## config.mk

```make
export PLATFORM = sky130hd
export DESIGN_NAME = pin_irq_summary
export DESIGN_NICKNAME = d
export VERILOG_FILES = /design/src/rtl/pin_irq_pkg.sv /design/src/rtl/pin_group_reduce.sv /design/src/rtl/blk_window_timer.sv /design/src/rtl/eoi_line_ctl.sv /design/src/rtl/pin_irq_summary.sv
export SDC_FILE = /design/constraint.sdc
export NUM_CORES = 1
export LEC_CHECK = 0
export BUFFER_PORTS_ARGS = -buffer_cell sky130_fd_sc_hd__buf_2
export CAP_MARGIN = 20
export CORE_AREA = 4 4 238 240
export DETAILED_ROUTE_END_ITERATION = 6
export DIE_AREA = 0 0 242 244
export PLACE_DENSITY_LB_ADDON = 0.12
export SYNTH_ARGS = -nofsm -noshare
export SYNTH_HDL_FRONTEND = slang
export SYNTH_HIERARCHICAL = 1
export SYNTH_SLANG_ARGS = --single-unit
```

## constraint.sdc

```tcl
create_clock -name clk -period 3.7 [get_ports clk]
set_input_delay 0.74 -clock clk [delete_from_list [all_inputs] [get_ports clk]]
set_output_delay 0.74 -clock clk [all_outputs]
set_load 0.005 [all_outputs]
```

## src/rtl/pin_irq_pkg.sv

```systemverilog
package pin_irq_pkg;

    localparam int WORD_W = 32;

    typedef enum logic [1:0] {
        RA_SUM_LO = 2'd0,
        RA_SUM_HI = 2'd1,
        RA_MASTER = 2'd2,
        RA_SPARE  = 2'd3
    } reg_addr_e;

    typedef struct packed {
        logic             en;
        reg_addr_e        addr;
        logic [WORD_W-1:0] data;
    } bus_wr_t;

endpackage

```

## src/rtl/pin_group_reduce.sv

```systemverilog
module pin_group_reduce #(
    parameter int NUM_GROUPS = 46,
    parameter int GROUP_SIZE = 4
) (
    input  logic [NUM_GROUPS*GROUP_SIZE-1:0] pend,
    output logic [NUM_GROUPS-1:0]            grp
);
    generate
        for (genvar g = 0; g < NUM_GROUPS; g++) begin : g_grp
            assign grp[g] = |pend[g*GROUP_SIZE +: GROUP_SIZE];
        end
    endgenerate
endmodule

```

## src/rtl/blk_window_timer.sv

```systemverilog
module blk_window_timer #(
    parameter int LEN_W = 12
) (
    input  logic             clk,
    input  logic             rst,
    input  logic             tick,
    input  logic             start,
    input  logic [LEN_W-1:0] len,
    output logic             active
);
    logic [LEN_W-1:0] cnt_q;

    always_ff @(posedge clk) begin
        if (rst)
            cnt_q <= '0;
        else if (start)
            cnt_q <= len;
        else if (tick && cnt_q != '0)
            cnt_q <= cnt_q - 1'b1;
    end

    assign active = (cnt_q != '0);

    // the window never opens without a start pulse
    p_no_spont_open_r6: assert property (@(posedge clk) disable iff (rst)
        (!active && !start) |=> !active);

    // a start pulse loads the length, so activity next cycle follows it
    p_restart_len_r9: assert property (@(posedge clk) disable iff (rst)
        start |=> (active == ($past(len) != '0)));
endmodule

```

## src/rtl/eoi_line_ctl.sv

```systemverilog
module eoi_line_ctl (
    input  logic clk,
    input  logic rst,
    input  logic any_set,
    input  logic eoi,
    output logic irq
);
    always_ff @(posedge clk) begin
        if (rst)
            irq <= 1'b0;
        else
            irq <= any_set && !eoi;
    end

    // end-of-interrupt drops the line in the following cycle
    p_eoi_drop_r5: assert property (@(posedge clk) disable iff (rst)
        eoi |=> !irq);

    // a non-zero summary without EOI raises the line
    p_irq_follow_r4: assert property (@(posedge clk) disable iff (rst)
        (any_set && !eoi) |=> irq);

    // an empty summary leaves the line low
    p_irq_quiet_r4: assert property (@(posedge clk) disable iff (rst)
        !any_set |=> !irq);
endmodule

```

## src/rtl/pin_irq_summary.sv

```systemverilog
module pin_irq_summary
    import pin_irq_pkg::*;
#(
    parameter int NUM_GROUPS = 46,
    parameter int GROUP_SIZE = 4,
    parameter int LEN_W      = 12
) (
    input  logic                                clk,
    input  logic                                rst,
    input  logic [NUM_GROUPS*GROUP_SIZE-1:0]    pin_pending,
    input  logic [NUM_GROUPS*GROUP_SIZE-1:0]    pin_irq_en,
    input  logic                                ref_tick,
    input  logic                                dbnc_wr,
    input  logic                                reg_wr,
    input  logic [1:0]                          reg_addr,
    input  logic [31:0]                         reg_wdata,
    output logic [31:0]                         reg_rdata,
    output logic                                irq_out,
    output logic                                blocking,
    output logic [NUM_GROUPS*GROUP_SIZE-1:0]    pin_irq_en_view
);
    localparam int NUM_PINS = NUM_GROUPS * GROUP_SIZE;
    localparam int WIDE_W   = 2 * WORD_W;
    localparam int MASK_BIT = LEN_W;
    localparam int EOI_BIT  = LEN_W + 1;
    localparam int BUSY_BIT = LEN_W + 2;

    bus_wr_t               wr;
    logic [NUM_GROUPS-1:0] grp_now;
    logic [NUM_GROUPS-1:0] sum_q;
    logic [WIDE_W-1:0]     sum_wide;
    logic [LEN_W-1:0]      len_q;
    logic                  mask_q;
    logic                  master_wr;
    logic                  eoi;
    logic                  win_start;

    assign wr.en   = reg_wr;
    assign wr.addr = reg_addr_e'(reg_addr);
    assign wr.data = reg_wdata;

    assign master_wr = wr.en && (wr.addr == RA_MASTER);
    assign eoi       = master_wr && wr.data[EOI_BIT];
    assign win_start = dbnc_wr && mask_q;

    pin_group_reduce #(.NUM_GROUPS(NUM_GROUPS), .GROUP_SIZE(GROUP_SIZE)) u_reduce (
        .pend (pin_pending),
        .grp  (grp_now)
    );

    blk_window_timer #(.LEN_W(LEN_W)) u_timer (
        .clk    (clk),
        .rst    (rst),
        .tick   (ref_tick),
        .start  (win_start),
        .len    (len_q),
        .active (blocking)
    );

    eoi_line_ctl u_line (
        .clk     (clk),
        .rst     (rst),
        .any_set (|sum_q),
        .eoi     (eoi),
        .irq     (irq_out)
    );

    always_ff @(posedge clk) begin
        if (rst)
            sum_q <= '0;
        else if (!blocking)
            sum_q <= grp_now;
    end

    always_ff @(posedge clk) begin
        if (rst) begin
            len_q  <= '0;
            mask_q <= 1'b0;
        end else if (master_wr) begin
            len_q  <= wr.data[LEN_W-1:0];
            mask_q <= wr.data[MASK_BIT];
        end
    end

    assign sum_wide        = {{(WIDE_W-NUM_GROUPS){1'b0}}, sum_q};
    assign pin_irq_en_view = blocking ? {NUM_PINS{1'b0}} : pin_irq_en;

    always_comb begin
        reg_rdata = '0;
        case (reg_addr_e'(reg_addr))
            RA_SUM_LO: reg_rdata = sum_wide[WORD_W-1:0];
            RA_SUM_HI: reg_rdata = sum_wide[WIDE_W-1:WORD_W];
            RA_MASTER: begin
                reg_rdata[LEN_W-1:0] = len_q;
                reg_rdata[MASK_BIT]  = mask_q;
                reg_rdata[BUSY_BIT]  = blocking;
            end
            default:   reg_rdata = '0;
        endcase
    end

    // summary frozen across an active window
    p_hold_blocked_r7: assert property (@(posedge clk) disable iff (rst)
        blocking |=> $stable(sum_q));

    // master fields change only on a master write
    p_master_stable_r3: assert property (@(posedge clk) disable iff (rst)
        !master_wr |=> ($stable(len_q) && $stable(mask_q)));
endmodule

```

== After elaboration in Yosys (flattened, before gate mapping) ==
Index checks and enable logic that the tools add are counted.
Storage, ports and cells
  register bits: 72
  input bits: 407
  word-level logic and storage cells: 71
Operators by class
  add/subtract/negate cells: 1
  equal/unequal tests: 2
  mux-type cells: 7
  reduce and logical (&&, ||, !) cells: 56
Operator list (number)
  $mux W184: 1
  $reduce_or A4 Y1: 46
  $reduce_or A46 Y1: 1
  $pmux W13 S3: 1
  $mux W12: 2
  $mux W17: 1
  $reduce_bool A12 Y1: 1
  $sub A12 B1 Y12 const B: 1
  $logic_and A1 B1 Y1: 5
  $pmux W1 S2: 2
  $eq A2 B1 Y1 const B: 1
  $eq A2 B2 Y1 const B: 1
  $logic_not A2 Y1: 1
  $reduce_bool A2 Y1: 1
  $logic_not A1 Y1: 1

== Logic depth before layout (Yosys ltp) ==
Gate-level depths: netlist of the first run.
  depth after elaboration: 5
  mapped depth: 9

== Cells and area by module ==
Netlist of the first run, hierarchy kept.
Modules (own cells, without submodules)
  pin_irq_summary: times used 1, cells an instance 498, area an instance 3877.5 µm², sequential area each 1181.1 µm²
  blk_window_timer: times used 1, cells an instance 85, area an instance 745.7 µm², sequential area each 240.2 µm²
  pin_group_reduce: times used 1, cells an instance 46, area an instance 345.3 µm², sequential area each 0.0 µm²
  eoi_line_ctl: times used 1, cells an instance 2, area an instance 32.5 µm², sequential area each 20.0 µm²

== Least setup slack after synthesis of the first run ==
No wires, ideal clock.
  path kind: register to output
  from: reg u_timer.cnt_q[0]
  to: out pin_irq_en_view[100]
  arrival time: 1.807 ns
  required time: 2.960 ns
  slack: 1.153 ns
  stages on the path, launching flop included: 9
  buffers on the path: 3
  cells stage by stage: dfxtp_1 -> inv_1 -> ha_1 -> nor4b_2 -> nand3_1 -> buf_2 -> buf_2 -> clkbuf_1 -> nor2b_1
On the way
  longest elaborated chain between the ends: 2
Ends and longest elaborated chain
  start, declared: RTL line blk_window_timer.sv:11  | logic [LEN_W-1:0] cnt_q;
  start signal, assigned: RTL line blk_window_timer.sv:17  | cnt_q <= len;
  start signal, assigned: RTL line blk_window_timer.sv:19  | cnt_q <= cnt_q - 1'b1;
  $reduce_bool A12 Y1: RTL line blk_window_timer.sv:22  | assign active = (cnt_q != '0);
  via blocking: RTL line pin_irq_summary.sv:19  | output logic blocking,
  $mux W184: RTL line pin_irq_summary.sv:86  | assign pin_irq_en_view = blocking ? {NUM_PINS{1'b0}} : pin_irq_en;
  end, declared: RTL line pin_irq_summary.sv:20  | output logic [NUM_GROUPS*GROUP_SIZE-1:0] pin_irq_en_view
The timed path passes the listed nets, and every way through them passes these cells.

== Worst setup path after layout of the first run ==
  from: reg u_timer.cnt_q[0]
  to: out pin_irq_en_view[104]
On the way
  longest elaborated chain between the ends: 2
Ends and longest elaborated chain (RTL line)
  $reduce_bool A12 Y1: blk_window_timer.sv:22
  $mux W184: pin_irq_summary.sv:86
Every way passes these cells.

==> results of run 1 <==
==> layer usage <==
layer	share of wire	wire length (um)	vias up
li1	-	-	3322
met1	0.34	12500	3035
met2	0.55	20300	378
met3	0.079	2910	42
met4	0.027	1010	10
met5	0.0016	58	-
==> worst min-delay path, cell delays in order, from the launching register on <==
cell	delay, ns
dfxtp_1	0.32
nand2_1	0.06
a21oi_1	0.05
==> cell usage after synthesis (2+ instances only) <==
library cell / instances
or4_1: 48
nor2_1: 62
or3_1: 2
buf_2: 6
nor3_1: 2
a311oi_1: 2
ha_1: 2
nor4_1: 13
a21oi_1: 11
nand2_1: 41
a21oi_2: 5
xnor2_1: 3
nor2b_1: 186
mux2i_1: 62
buf_4: 9
o21ai_0: 16
clkbuf_1: 27
dfxtp_1: 72
nand4_1: 5
inv_1: 4
buf_6: 2
and2_1: 19
a221oi_1: 2
a211oi_1: 7
==> final cells by class <==
cell class,count,area [um^2],share of cell area
diodes,1,2.50,0.000274
repair buffers,614,3120,0.342
flip-flops and latches,72,1440,0.158
clock inverters,6,90.1,0.00988
well taps,704,881,0.0966
inverters,5,18.8,0.00206
multi-input cells,510,3330,0.365
clock buffers,10,239,0.0262
==> through the flow <==
stage	util	instances	hold slack (ns)
floorplan	-	631	0.444
global placement	0.161	1905	0.475
detailed placement	0.161	1905	0.476
CTS	0.167	1921	0.484
global route	0.167	1921	0.528
finish	0.167	1922	0.481
==> power by group <==
part / switching (mW) / leakage [nW] / internal, mW / total, mW
clock: 0.374 / 0.159 / 0.612 / 0.986
combinational: 2.84 / 3.97 / 2.19 / 5.03
sequential: 0.222 / 0.592 / 1.00 / 1.23
total: 3.44 / 4.72 / 3.81 / 7.24
==> cell usage in the layout (no fill, tap or decap), drive strengths merged, types with 2 or more instances in the layout <==
cell type | netlist | layout
nand4 | 5 | 5
o31ai | 2 | 2
nor2 | 63 | 63
mux2i | 62 | 62
a311oi | 3 | 3
xnor2 | 3 | 3
buf | 17 | 614
a21oi | 16 | 16
clkinv | 1 | 3
inv | 4 | 5
a211oi | 7 | 7
bufinv | 0 | 2
ha | 2 | 2
o21ai | 16 | 16
or4 | 49 | 49
or3 | 3 | 3
and2 | 19 | 19
nor4 | 13 | 13
a221oi | 2 | 2
dfxtp | 72 | 72
nand2 | 41 | 41
nor3 | 2 | 2
clkbuf | 27 | 10
nor2b | 186 | 186
==> cell families after synthesis <==
group | synth area share
AOI/OAI and AO/OA | 0.0681
adders and majority gates | 0.00500
and+or+nand+nor | 0.457
xor gates and xnor gates | 0.00701
muxes | 0.126
DFF | 0.288
buffers and inverters | 0.0480
==> path summary, 6_finish.rpt <==
| check | start | cells after the start | endpoint | slack, ns |
|---|---|---|---|---|
| worst min-delay path | len_q[9]$_SDFFE_PP0P_ | 2 | len_q[9]$_SDFFE_PP0P_ | 0.48 |
| worst max-delay path | u_timer/cnt_q[0]$_SDFFE_PP0P_ | 8 | pin_irq_en_view[104] | 0.49 |
| worst min register to register | len_q[9]$_SDFFE_PP0P_ | 2 | len_q[9]$_SDFFE_PP0P_ | 0.48 |
| worst max register to register | u_timer/cnt_q[0]$_SDFFE_PP0P_ | 8 | u_timer/cnt_q[5]$_SDFFE_PP0P_ | 1.55 |
==> registers in the layout, summed over array words and instances (netlist names) <==
name	flops
sum_q	46
len_q	12
u_timer/cnt_q	12
mask_q	1
u_line/irq	1
==> results_dict.tcl, run 1 <==
set metrics [dict create \
    status "complete, no violations" \
    vias 6787 \
    cap_viol_max_count 0 \
    cts_root_buffer "clkbuf_16" \
    dieWidth_um 242 \
    arrival_ns 2.47 \
    hold_viol 0 \
    gp_congestion 0.924 \
    syn_area_per_cell_um2 7.93 \
    die_area_um2 59000 \
    grt_busiest_layer "met2" \
    rows 86 \
    final_period_minus_worst_setup_slack_ns 3.21 \
    drv_slew 0 \
    slew_headroom 0.421 \
    first_pass_iters 4 \
    ioPinCount 625 \
    end_kind "primary output" \
    htreeDepth 3 \
    hp-class "flop to flop" \
    use_met3 0.0379 \
    clock-sinks 72 \
    synth_nets 1040 \
    routed_wirelength_mm 36.8 \
    synth_top_area_share 0.288 \
    cts_buffers 9 \
    core_um2 54700 \
    fin_total_pwr_mw 7.24 \
    drt-wirelength-per-cell_um 19.1 \
    ys_seq_area_frac 0.288 \
    fillers 6331 \
    initial_utilization 0.0915 \
    area_growth_syn_to_layout_pct 82.4 \
    yosysUniqueCellTypes 47 \
    synth_area_leaders "dfxtp_1 (29%), nor2b_1 (23%), mux2i_1 (12%)" \
    post-place-ws_ns 0.871 \
    required_ns 2.96 \
    syn_area_um2 5000 \
    grt_max_degree 147 \
    gr-usage-all-layers 0.117 \
    fin_setup_tns_ns 0 \
    path_delay_family "buffers and inverters" \
    yosys_most_used_dff "dfxtp_1" \
    clock_latency_ns 0.35 \
    cp_num_buf_inv 4 \
    cts_buffer_depth 2 \
    use_met2 0.237 \
    yosysTopAreaCell "dfxtp_1" \
    path_cells "inv_1 > ha_1 > nor4b_2 > buf_4 > nand3_4 > buf_12 > nor2b_1 > buf_2" \
    crit_path_max_incr_delay_ns 0.44 \
    fin_area_um2 9120 \
    grt_remaining_overflow 0 \
    nNetsFinal 1621 \
    cts_tree "built" \
    grt_pass1_vias 7057 \
    drt_iter0_markers 156 \
    holdBufCountCts 0 \
    dpl_cell_area_um2 8790 \
    tightest_slew_ns 0.868 \
    slowest_stage "buf_12" \
    power_density_nw_per_um2 794 \
    synth_cells 631 \
    critical_path_class "flop to primary output" \
    hpwl_mm 32.2 \
    rsz0062_at_grt "no" \
    port_buffers 606 \
    ant_nets 0 \
    clk_pin_slew_ns 0.07 \
    grt_first_pass_wirelength_mm 50.4 \
    synth_seq_cells 72 \
    clock_skew_ns 0.0124 \
    drc 0 \
    antenna_found_initial 7 \
    crit_path_max_fanout 146 \
    crit_path_start_kind "flop" \
    period_share 0.869 \
    max_clock_freq_mhz 311 \
    postCtsSetupRepairBufs 0 \
    irDropWorstVdd_mv 1.05 \
    setup_ws_ns 0.485 \
    async_flop_share 0 \
    p_leak_nw 4.72 \
    drive_gt1_frac 0.532 \
    grtUsageMet1 0.110 \
    vias_per_cell 3.53 \
    die_y_um 244 \
    setup_viol_count_final 0 \
    ys_warn_count 6 \
    cts_resized 0 \
    synth_edf_count 0 \
]
No activity file was read; power rests on OpenSTA's default activity.
==> run 2: changes to the inputs <==
Settings changed: CORE_AREA 4 4 238 240 to 4 4 241 243, DIE_AREA 0 0 242 244 to 0 0 245 247.
Clock period 3.7 ns to 3 ns, I/O delays scaled along.
==> run 2 against run 1 <==
Clock power grew 31%. Wire length grew 2.2%. Sequential cell count did not move. Utilization fell by 0.10 points. Via count rose by 3.6%. Worst setup slack got worse by 0.33 ns. Largest cell class unchanged.
==> results_dict.tcl, run 2 (synthesis gave the netlist of run 1 again) <==
set metrics [dict create \
    max_clock_freq_mhz 351 \
    largest_registers "sum_q (46), len_q (12), u_timer/cnt_q (12)" \
    cap_viol_max_count 0 \
    gr-usage-all-layers 0.116 \
    grt_first_pass_wirelength_mm 50.6 \
    crit_path_max_fanout 71 \
    dieWidth_um 245 \
    final_period_minus_worst_setup_slack_ns 2.85 \
    top_register "sum_q" \
    drc 0 \
    final_common_cell "buf_2" \
    cts_buffer_depth 2 \
    vias_per_cell 3.55 \
    layout_common_cells "buf_2 (606), nor2b_1 (186), dfxtp_1 (72), mux2i_1 (62), nor2_1 (62)" \
    routed_wirelength_mm 37.6 \
    drive_gt1_frac 0.535 \
    arrival_ns 2.25 \
    cts_root_buffer "clkbuf_16" \
    clock-sinks 72 \
    area_growth_syn_to_layout_pct 85.6 \
    power_density_nw_per_um2 1010 \
    end_kind "primary output" \
    grt_pass1_vias 7144 \
    fin_setup_tns_ns 0 \
    clock_latency_ns 0.35 \
    cts_tree "built" \
    tightest_slew_ns 1.00 \
    clock_skew_ns 0.00789 \
    die_area_um2 60500 \
    die_y_um 247 \
    fin_area_um2 9280 \
    largest_reg_flops 46 \
    core_um2 56000 \
    hp-class "primary input to flop" \
    required_ns 2.40 \
    status "complete, no violations" \
    utilization 0.166 \
    drv_slew 0 \
    initial_utilization 0.0894 \
    grt_max_degree 103 \
    post-place-ws_ns 0.258 \
    drt-wirelength-per-cell_um 19.0 \
    crit_path_start_kind "flop" \
    ant_nets 0 \
    slew_headroom 0.331 \
    postCtsSetupRepairBufs 0 \
    holdWs_ns 0.488 \
    holdBufCountCts 0 \
    period_share 0.949 \
    antenna_found_initial 10 \
    dpl_cell_area_um2 8940 \
    first_pass_iters 4 \
    clk_pin_slew_ns 0.07 \
    hpwl_mm 32.8 \
    setup_viol_count_final 0 \
    gp_congestion 0.862 \
    critical_path_class "flop to primary output" \
    rows 87 \
    ioPinCount 625 \
    rsz0062_at_grt "yes" \
    cts_resized 0 \
    setup_ws_ns 0.154 \
    port_buffers 606 \
    drt_iter0_markers 183 \
    htreeDepth 3 \
    vias 7031 \
    irDropWorstVdd_mv 0.743 \
    p_leak_nw 4.78 \
    cts_buffers 9 \
    nNetsFinal 1630 \
    grt_remaining_overflow 0 \
    hold_viol 0 \
]
[run 2: area by class of cell]
cell class | instances | area, um^2
clock buffers | 9 | 225
flip-flops and latches | 72 | 1440
multi-input cells | 510 | 3330
well taps | 756 | 946
inverters | 5 | 18.8
fillers | 6533 | 46700
diodes | 1 | 2.50
repair buffers | 623 | 3200
clock inverters | 7 | 118
[run 2: per-stage QoR]
step,power (mW),std cells
2_1_floorplan,4.99,631
3_3_place_gp,8.43,1966
3_5_place_dp,8.42,1966
4_1_cts,9.78,1982
5_1_grt,10.2,1982
6_report,9.39,1983
[run 2: power by group]
part | switching (mW) | internal (mW)
combinational | 3.77 | 2.81
sequential | 0.289 | 1.24
clock | 0.472 | 0.814
[run 2: worst paths after layout]
check                                 from                       endpoint  slack [ns]  depth (start not counted)
min reg2reg          len_q[9]$_SDFFE_PP0P_          len_q[9]$_SDFFE_PP0P_        0.49                          2
max reg2reg  u_timer/cnt_q[0]$_SDFFE_PP0P_  u_timer/cnt_q[4]$_SDFFE_PP0P_        0.80                          9
min                           reg_wdata[1]          len_q[1]$_SDFFE_PP0P_        0.49                          3
max          u_timer/cnt_q[0]$_SDFFE_PP0P_            pin_irq_en_view[69]        0.15                          9
[run 2: per-layer routing]
| metal | part of all wire | vias to the layer above | GRT usage |
|---|---|---|---|
| met3 | 0.078 | 45 | 0.0332 |
| met2 | 0.57 | 384 | 0.244 |
| met4 | 0.021 | 14 | 0.0329 |
| met1 | 0.33 | 3242 | 0.107 |
| li1 | - | 3346 | - |
| met5 | 0.0028 | - | 0 |
[run 2: worst max-delay path: stages, from the launching register on]
cell,delay (ns)
dfxtp_1,0.36
inv_1,0.09
ha_1,0.21
nor4b_2,0.16
buf_4,0.17
nand3_4,0.11
buf_12,0.29
buf_4,0.24
nor2b_1,0.07
buf_2,0.13
